--- config.mk ---
export PLATFORM = sky130hd
export DESIGN_NAME = sdram_cmd_monitor
export DESIGN_NICKNAME = d
export VERILOG_FILES = /design/src/rtl/sdram_cmd_monitor.sv
export SDC_FILE = /design/constraint.sdc
export NUM_CORES = 1
export LEC_CHECK = 0
export ABC_AREA = 1
export BUFFER_PORTS_ARGS = -buffer_cell sky130_fd_sc_hd__clkbuf_2
export CAP_MARGIN = 20
export CORE_AREA = 2 2 143 145
export DETAILED_ROUTE_END_ITERATION = 16
export DIE_AREA = 0 0 145 147
export PLACE_DENSITY = 0.58
export REMOVE_ABC_BUFFERS = 1
export SLEW_MARGIN = 40
export SYNTH_ARGS = -nofsm -noshare
export SYNTH_HDL_FRONTEND = slang
export SYNTH_SLANG_ARGS = --single-unit
--- constraint.sdc ---
create_clock -name clk -period 3.3 [get_ports clk]
set_clock_uncertainty 0.1 [all_clocks]
set_input_delay 0.33 -clock clk [delete_from_list [all_inputs] [get_ports clk]]
set_output_delay 0.33 -clock clk [all_outputs]
set_load 0.02 [all_outputs]
--- src/rtl/sdram_cmd_monitor.sv ---
module sdram_cmd_monitor #(
  parameter int TW       = 6,
  parameter int PAGE_LEN = 512,
  parameter int MRD      = 2
) (
  input  logic          clk,
  input  logic          rst_n,
  input  logic          clr,
  input  logic          cke,
  input  logic          cs_n,
  input  logic          ras_n,
  input  logic          cas_n,
  input  logic          we_n,
  input  logic [1:0]    ba,
  input  logic          a10,
  input  logic [2:0]    bl_code,
  input  logic [TW-1:0] t_rcd,
  input  logic [TW-1:0] t_rp,
  input  logic [TW-1:0] t_rrd,
  input  logic [TW-1:0] t_ras,
  output logic          err,
  output logic [3:0]    err_code
);
  localparam int CW = $clog2(PAGE_LEN + (1 << TW) + 1) + 1;

  function automatic logic [TW-1:0] ld_t(input logic [TW-1:0] v);
    return (v == '0) ? '0 : v - TW'(1);
  endfunction
  function automatic logic [CW-1:0] ld_c(input logic [CW-1:0] v);
    return (v == '0) ? '0 : v - CW'(1);
  endfunction

  logic          cke_q;
  logic [3:0]    open_q;
  logic [TW-1:0] rcd_t [4];
  logic [TW-1:0] ras_t [4];
  logic [CW-1:0] rp_t  [4];
  logic [TW-1:0] rrd_t, mrd_t;
  logic [CW-1:0] apl_t, bl_len;
  logic [3:0]    ras_busy, viol;

  wire live  = !cs_n && cke_q;
  wire c_mrs = live && !ras_n && !cas_n && !we_n;
  wire c_ref = live && !ras_n && !cas_n &&  we_n;
  wire c_act = live && !ras_n &&  cas_n &&  we_n;
  wire c_pre = live && !ras_n &&  cas_n && !we_n;
  wire c_col = live &&  ras_n && !cas_n;
  wire c_any = live && !(ras_n && cas_n && we_n);
  wire c_ap  = c_col && a10;

  always_comb begin
    case (bl_code)
      3'd1:    bl_len = CW'(2);
      3'd2:    bl_len = CW'(4);
      3'd3:    bl_len = CW'(8);
      3'd7:    bl_len = CW'(PAGE_LEN);
      default: bl_len = CW'(1);
    endcase
  end

  always_comb
    for (int i = 0; i < 4; i++) ras_busy[i] = open_q[i] && (ras_t[i] != '0);

  always_comb begin
    if ((c_mrs || c_ref) && (open_q != '0))            viol = 4'd1;
    else if (c_any && mrd_t != '0)                      viol = 4'd2;
    else if (c_col && !open_q[ba])                      viol = 4'd3;
    else if (c_act && open_q[ba])                       viol = 4'd4;
    else if (c_col && rcd_t[ba] != '0)                  viol = 4'd5;
    else if (c_act && rp_t[ba] != '0)                   viol = 4'd6;
    else if (c_act && rrd_t != '0)                      viol = 4'd7;
    else if (c_pre && (a10 ? (ras_busy != '0) : ras_busy[ba])) viol = 4'd8;
    else if (c_col && apl_t != '0)                      viol = 4'd9;
    else                                                viol = 4'd0;
  end

  always_ff @(posedge clk) begin
    if (!rst_n) begin
      cke_q  <= 1'b1;
      open_q <= '0;
      rrd_t  <= '0;
      mrd_t  <= '0;
      apl_t  <= '0;
      for (int i = 0; i < 4; i++) begin
        rcd_t[i] <= '0;
        ras_t[i] <= '0;
        rp_t[i]  <= '0;
      end
    end else begin
      cke_q <= cke;
      rrd_t <= c_act ? ld_t(t_rrd) : rrd_t - TW'(rrd_t != '0);
      mrd_t <= c_mrs ? TW'(MRD - 1) : mrd_t - TW'(mrd_t != '0);
      apl_t <= c_ap ? ld_c(bl_len) : apl_t - CW'(apl_t != '0);
      for (int i = 0; i < 4; i++) begin
        if (c_act && ba == 2'(i)) begin
          open_q[i] <= 1'b1;
          rcd_t[i]  <= ld_t(t_rcd);
          ras_t[i]  <= ld_t(t_ras);
        end else begin
          rcd_t[i] <= rcd_t[i] - TW'(rcd_t[i] != '0);
          ras_t[i] <= ras_t[i] - TW'(ras_t[i] != '0);
        end
        if (c_pre && (a10 || ba == 2'(i)) && open_q[i]) begin
          open_q[i] <= 1'b0;
          rp_t[i]   <= CW'(ld_t(t_rp));
        end else if (c_ap && ba == 2'(i)) begin
          open_q[i] <= 1'b0;
          rp_t[i]   <= ld_c(bl_len + CW'(t_rp));
        end else begin
          rp_t[i] <= rp_t[i] - CW'(rp_t[i] != '0);
        end
      end
    end
  end

  always_ff @(posedge clk) begin
    if (!rst_n || clr) begin
      err      <= 1'b0;
      err_code <= '0;
    end else if (!err && viol != '0) begin
      err      <= 1'b1;
      err_code <= viol;
    end
  end

  p_clear_r1: assert property (@(posedge clk) disable iff (!rst_n)
    clr |=> (!err && err_code == '0));
  p_sticky_r3: assert property (@(posedge clk) disable iff (!rst_n)
    (err && !clr) |=> (err && $stable(err_code)));
  p_flag_code_r3: assert property (@(posedge clk) disable iff (!rst_n)
    err == (err_code != '0));
  p_act_opens_r6: assert property (@(posedge clk) disable iff (!rst_n)
    c_act |=> open_q[$past(ba)]);
  p_preall_r11: assert property (@(posedge clk) disable iff (!rst_n)
    (c_pre && a10) |=> (open_q == '0));
  p_ap_closes_r12: assert property (@(posedge clk) disable iff (!rst_n)
    c_ap |=> !open_q[$past(ba)]);
endmodule

==> results of run 1 <==
[metal layers]
layer | global-route usage (%) | vias to the layer above
li1 | - | 3992
met1 | 27.3 | 3494
met2 | 35.6 | 138
met3 | 3.45 | 28
met4 | 8.02 | 0
met5 | 0 | -
[sequential cells by signal, summed over array words and instances, names as in the netlist, named ones only]
signal and flops:
apl_t 10, cke_q 1, err 1, err_code 4
mrd_t 6, open_q 4, ras_t 24, rcd_t 24
rp_t 44, rrd_t 6
[cell type report]
type	instances	area (sq um)	area share [%]
Sequential cell	125	3420	33.8
Multi-Input combinational cell	896	4770	47.2
Clock inverter	15	123	1.21
Clock buffer	17	425	4.21
Inverter	190	713	7.05
Tap cell	270	338	3.34
Timing Repair Buffer	56	318	3.14
[power by group]
part / total, mW / internal (mW) / switching [mW]
clock network: 1.77 / 1.03 / 0.739
registers: 2.08 / 1.94 / 0.139
logic: 1.43 / 0.563 / 0.870
[synth_stat cells (2+ instances only)]
master    count  area share (%)
edfxtp_1     92              32
o22ai_1      33             2.4
o221ai_1      2            0.20
nor2_4        7            0.92
o32ai_1       3            0.31
nor2_2        8            0.58
a21oi_1      67             3.9
a211oi_1      3            0.26
inv_2        12            0.52
a31oi_1       5            0.36
nand2_4       2            0.26
o211ai_1      8            0.70
xnor2_1      24             2.4
nand3_2       4            0.47
nand2_2       4            0.29
a21oi_2       2            0.20
dfxtp_1      33             7.7
o21ai_0      83             4.8
inv_1       178             7.8
o21ai_1       7            0.41
nand3_1      47             2.7
nand4_1       9            0.65
nor3_1       23             1.3
nand2_1     223             9.7
clkbuf_1      7            0.31
ha_1         43             6.3
nor2_1      141             6.2
or2_2         9            0.65
o21ai_2       2            0.20
xor2_1       23             2.3
buf_1         2           0.087
[logic make-up after synthesis]
kind of cell               synth area share [%]
AOI/OAI and AO/OA                          15.2
xor gates and xnor gates                   5.10
adders and majority gates                  6.49
buffers and inverters                      8.68
DFF                                        39.8
other                                    0.0436
and+or+nand+nor                            24.7
[per-stage QoR]
stage | power [mW] | utilization (%) | cells | setup slack (ns) | hold WS (ns)
detailed placement | 3.53 | 48.2 | 1536 | 0.0526 | 0.359
CTS | 5.32 | 51.0 | 1569 | 0.510 | 0.0980
global placement | 3.52 | 48.2 | 1536 | 0.157 | 0.362
floorplan | 3.18 | - | 1211 | 0.460 | 0.337
global route | 5.68 | 51.0 | 1569 | 0.111 | 0.119
finish | 5.28 | 51.0 | 1569 | 0.472 | 0.108
[worst max-delay path, stage by stage]
cell      delay, ns
clkbuf_2       0.10
nand2_1        0.08
inv_1          0.05
nor3_1         0.25
ha_1           0.22
inv_1          0.05
fa_1           0.40
inv_1          0.07
nand2_1        0.04
nand2_1        0.06
nand2_1        0.07
nand2_1        0.07
nand2_1        0.06
and2_1         0.17
inv_1          0.12
nand3_4        0.10
nor2_4         0.13
nand2_4        0.09
nand2_2        0.18
o21ai_1        0.08
o21ai_1        0.12
inv_1          0.06
[final timing paths]
path               startpoint     endpoint  slack, ns  cells past startpoint
setup / recovery   bl_code[1]   rp_t[1][1]       0.47                     22
hold / removal            clr  err_code[3]       0.11                      4
setup reg to reg        cke_q   rp_t[3][3]       0.76                     11
hold reg to reg   err_code[0]  err_code[0]       0.37                      2
[timing repair]
action / CTS / global route
gates resized for setup: 0 / 0
hold buffers: 1 / 0
hold endpoints to repair: 1 / 0
==> metrics.md, run 1 <==
| Metric | Value |
|---|---|
| Synth cell types | `54` |
| Clock Path Buffers | `2` |
| Crit Path Class | `in -> reg` |
| Drt pass-1 iters | `5` |
| Nets@finish | `~1,400` |
| Core area | `19,800 sq um` |
| All-Layer GR Usage | `21.1%` |
| H-tree Lvls | `4` |
| Clk sinks | `approximately 130` |
| RSZ-0062 raised after global routing | `no` |
| Primary FF master, synth | `edfxtp_1` |
| Vias in the first global route | `around 7,200` |
| Metal-1 WL | `10,200 microns` |
| Synth Cell Area | `8600 sq um` |
| DR vias/cell | `4.88` |
| Postcts setup bufs | `0` |
| Final Max Slew Viols | `0` |
| Worst relative slew slack | `45.3%` |
| Wire per inst | `13.9 microns` |
| Total CTS buffers | `17` |
| Buffers added on ports | `42` |
| Worst-skew pair later-pin latency | `0.42 ns` |
| Root buffer cell | `clkbuf_16` |
| Fillcell total | `2,027` |
| DRC errors left | `0` |
| Die X | `145 microns` |
| Share of layout cells above drive strength 1 | `11.1%` |
| Cells after Synth | `~1,100` |
| Post-route design area | `10,100 sq um` |
| Tmin final | `2.83 ns` |
| Global-route wire length before repair | `35,700 microns` |
| Initial antenna violation count | `0` |
| Worst setup EP type | `flip-flop` |
| #FFs+latches synth | `125` |
| CP arrival | `2.91 ns` |
| Final HPWL DP | `16,700 microns` |
| Avg Cell Area, Syn | `7.62 sq um` |
| Leak | `between 4 and 5 nW` |
| Max cap viols | `0` |
| Ports | `43` |
| Met3 wire len | `784 microns` |
| Period utilisation layout | `a little under nine tenths` |
| Antenna-violating nets left | `0` |
| Sum Neg Setup Slack | `0 ns` |
| Iteration-0 DRC Markers | `around 400` |
| DP Area | `9560 sq um` |
| Die area | `21,300 sq um` |
| CTS tree | `done` |
| Largest net degree at the start of global routing | `26` |
| Aggregate routed wire length | `between 20,000 and 25,000 microns` |
| Worst vdd rail ir drop | `about 370 uV` |
| Die Y | `around 150 microns` |
| CP required | `3.38 ns` |
| Total grt overflow | `0` |
| Register area share after synthesis | `39.8%` |
| Slew @ Worst Pin | `0.812 ns` |
| CP Max Fanout | `6` |
| Starting Density | `about 43%` |
| Rows | `52` |
| Post-synth EDFFs | `92` |
| Clk pin slew, worst setup/hold paths | `0.06 ns` |
| Final setup violation count | `0` |
| HP Class | `in -> reg` |
| Highest routed layer | `met4` |
| GP Congestion | `0.837` |
| Yosys warning count | `0` |
| Met2 WL | `between 10,000 and 15,000 microns` |
| N_diodes | `0` |
| Commonest cells after routing, fill and taps aside | `223 x nand2_1, 178 x inv_1, 141 x nor2_1` |
| Post-synth ARST share | `0%` |
| Crit start category | `input pin` |
| Status | `completed` |
| Commonest non-fill, non-tap cell in the layout | `nand2_1` |
| Total number of vias | `around 7,700` |
| Fmax | `354 MHz` |
| Synthesis-to-layout area growth | `17.6%` |
| Power per cell area | `around 520 nW/um^2` |
| Final Hold Viols | `0` |
(Power assumes the default switching activity.)
==> run 2: changes to the inputs <==
--- a/config.mk
+++ b/config.mk
@@ -9,6 +9,7 @@
 export BUFFER_PORTS_ARGS = -buffer_cell sky130_fd_sc_hd__clkbuf_2
 export CAP_MARGIN = 20
 export CORE_AREA = 2 2 143 145
+export CTS_BUF_LIST = sky130_fd_sc_hd__clkbuf_4
 export DETAILED_ROUTE_END_ITERATION = 16
 export DIE_AREA = 0 0 145 147
 export PLACE_DENSITY = 0.58
@@ -17,3 +18,4 @@
 export SYNTH_ARGS = -nofsm -noshare
 export SYNTH_HDL_FRONTEND = slang
 export SYNTH_SLANG_ARGS = --single-unit
+export TNS_END_PERCENT = 30
==> run 2 against run 1 <==
  * Combinational power about the same
  * Global-route usage about the same
  * Routed wire length about the same
  * Largest cell class unchanged
  * Die area unchanged
  * Critical endpoint unchanged
  * Maximum frequency up 6.9%
  * Power down 14%
  * First-iteration DRC count up 0.51%
  * Critical path depth unchanged
  * Worst hold slack worse by 0.044 ns
  * Final cell count up 0.51%
  * Clock-buffer cell count unchanged
==> metrics.md, run 2 (same netlist as run 1, synthesis figures left out) <==
| Metric | Value |
|---|---|
| Status | `completed` |
| Worst-skew pair later-pin latency | `0.57 ns (+0.15 ns)` |
| Global-route wire length before repair | `35,600 microns (-0.21%)` |
| Die Y | `147 microns (unchanged)` |
| Fmax | `378 MHz (+6.9%)` |
| All-Layer GR Usage | `21.1% (-0.021 points)` |
| Tmin final | `2.65 ns (-0.182 ns)` |
| Fillcell total | `2,064 (+1.8%)` |
| Slew @ Worst Pin | `0.743 ns (-0.0686 ns)` |
| Die X | `145 microns (unchanged)` |
| Period utilisation layout | `80.2% (-5.5 points)` |
| H-tree Lvls | `4 (unchanged)` |
| Area of the multi-input gates | `4770 sq um (unchanged)` |
| Power per cell area | `458 nW/um^2 (-12%)` |
| Aggregate routed wire length | `21,800 microns (about the same)` |
| CP Max Fanout | `6 (unchanged)` |
| Synthesis-to-layout area growth | `15.0%` |
| Drt pass-1 iters | `5 (unchanged)` |
| Iteration-0 DRC Markers | `396 (+0.51%)` |
| CTS tree | `done` |
| RSZ-0062 raised after global routing | `no` |
| Antenna-violating nets left | `0 (unchanged)` |
| DRC errors left | `0 (unchanged)` |
| Max cap viols | `0 (unchanged)` |
| Worst relative slew slack | `49.9% (+4.6 points)` |
| Wire per inst | `13.8 microns (-0.53%)` |
| Top Registers | `rp_t (44), ras_t (24), rcd_t (24)` |
| CP required | `3.54 ns (+0.16 ns)` |
| Ports | `43 (unchanged)` |
| Fin Hold WS | `0.0642 ns (-0.0438 ns)` |
| Initial antenna violation count | `1 (+1)` |
| Vias in the first global route | `7,192 (+0.59%)` |
| Largest net degree at the start of global routing | `26 (unchanged)` |
| Total number of vias | `7,708 (+0.73%)` |
| Final HPWL DP | `16,700 microns (unchanged)` |
| Clk pin slew, worst setup/hold paths | `0.12 ns (+0.06 ns)` |
| Max FFs per register | `44 (unchanged)` |
| Post-cts sizing count | `0 (unchanged)` |
| Worst vdd rail ir drop | `188 uV (-49%)` |
| Total grt overflow | `0 (unchanged)` |
| Crit start category | `input pin` |
| Nets@finish | `1,375 (+0.51%)` |
| Share of layout cells above drive strength 1 | `11.0% (-0.059 points)` |
| CP arrival | `2.89 ns (-0.02 ns)` |
| GP Congestion | `0.837 (unchanged)` |
| Clock Path Buffers | `2 (unchanged)` |
| Commonest cells after routing, fill and taps aside | `223 x nand2_1, 178 x inv_1, 141 x nor2_1` |
| Commonest non-fill, non-tap cell in the layout | `nand2_1` |
| Clk sinks | `125 (unchanged)` |
| Worst setup EP type | `flip-flop` |
| Buffers added on ports | `42 (unchanged)` |
| Die area | `21,300 sq um (unchanged)` |
| Total CTS buffers | `17 (unchanged)` |
| Root buffer cell | `clkbuf_4` |
| Sum Neg Setup Slack | `0 ns (unchanged)` |
| Final Hold Viols | `0 (unchanged)` |
| Rows | `52 (unchanged)` |
| DR vias/cell | `4.89 (+0.22%)` |
| Starting Density | `43.4% (unchanged)` |
| Final Max Slew Viols | `0 (unchanged)` |
| HP Class | `in -> reg` |
| Crit Path Class | `in -> reg` |
| Final setup violation count | `0 (unchanged)` |
| Core area | `19,800 sq um (unchanged)` |
| Leak | `4.48 nW (-2.2%)` |
| FF+latch area | `3420 sq um (unchanged)` |
| Reg with most FFs | `rp_t` |
-- run 2: changes by cell type in the layout (fill, tap and decap cells not counted), sizes merged --
| cell | delta |
|---|---|
| dlygate4sd3 | +7 |
| diode | +1 |
-- run 2: routing by layer --
metal	track usage [%]	up-vias	wire length (microns)
met5	0	-	0
met4	7.48	0	513
met3	4.10	29	795
met2	35.7	148	10400
met1	26.9	3520	10100
li1	-	4011	-
-- run 2: per-stage QoR --
| step | std cells | worst slack (ns) | util [%] | instance area, sq um | power, mW |
|---|---|---|---|---|---|
| finish | 1577 | 0.654 | 49.8 | 9890 | 4.53 |
| floorplan | 1211 | 0.460 | - | 8910 | 3.18 |
| CTS | 1576 | 0.687 | 49.8 | 9890 | 4.57 |
| global placement | 1536 | 0.157 | 48.2 | 9560 | 3.52 |
| global route | 1577 | 0.320 | 49.8 | 9890 | 4.92 |
| detailed placement | 1536 | 0.0526 | 48.2 | 9560 | 3.53 |
-- run 2: what timing repair did --
action	4_1_cts	5_1_grt
setup buffers	0	0
hold buffers	8	0
endpoints found under the hold margin	11	0
-- run 2: power by group --
group          switching (mW)  internal (mW)
registers               0.138           1.93
clock network           0.653          0.368
logic                   0.870          0.569
total                    1.66           2.87
-- run 2: path summary, 6_finish.rpt --
kind / start / endpoint / slack [ns] / depth (start not counted)
max: bl_code[1] / rp_t[1][1] / 0.65 / 22
min: t_rrd[4] / rrd_t[4] / 0.06 / 5
max reg2reg: cke_q / rp_t[3][3] / 0.78 / 11
min reg2reg: err_code[0] / err_code[0] / 0.38 / 2
-- run 2: critical path, stage by stage --
cell and delay (ns):
clkbuf_2 0.10, nand2_1 0.08, inv_1 0.05, nor3_1 0.25, ha_1 0.22, inv_1 0.05
fa_1 0.40, inv_1 0.07, nand2_1 0.04, nand2_1 0.06, nand2_1 0.07, nand2_1 0.07
nand2_1 0.06, and2_1 0.17, inv_1 0.12, nand3_4 0.10, nor2_4 0.13, nand2_4 0.09
nand2_2 0.17, o21ai_1 0.08, o21ai_1 0.12, inv_1 0.05
-- run 2: layout make-up --
type                            instances  share of cell area (%)
Clock inverter                         15                    1.24
Timing Repair Buffer                   63                    3.92
Multi-Input combinational cell        896                    48.3
Inverter                              190                    7.21
Antenna cell                            1                  0.0253
Clock buffer                           17                    1.29
Sequential cell                       125                    34.6
Tap cell                              270                    3.42
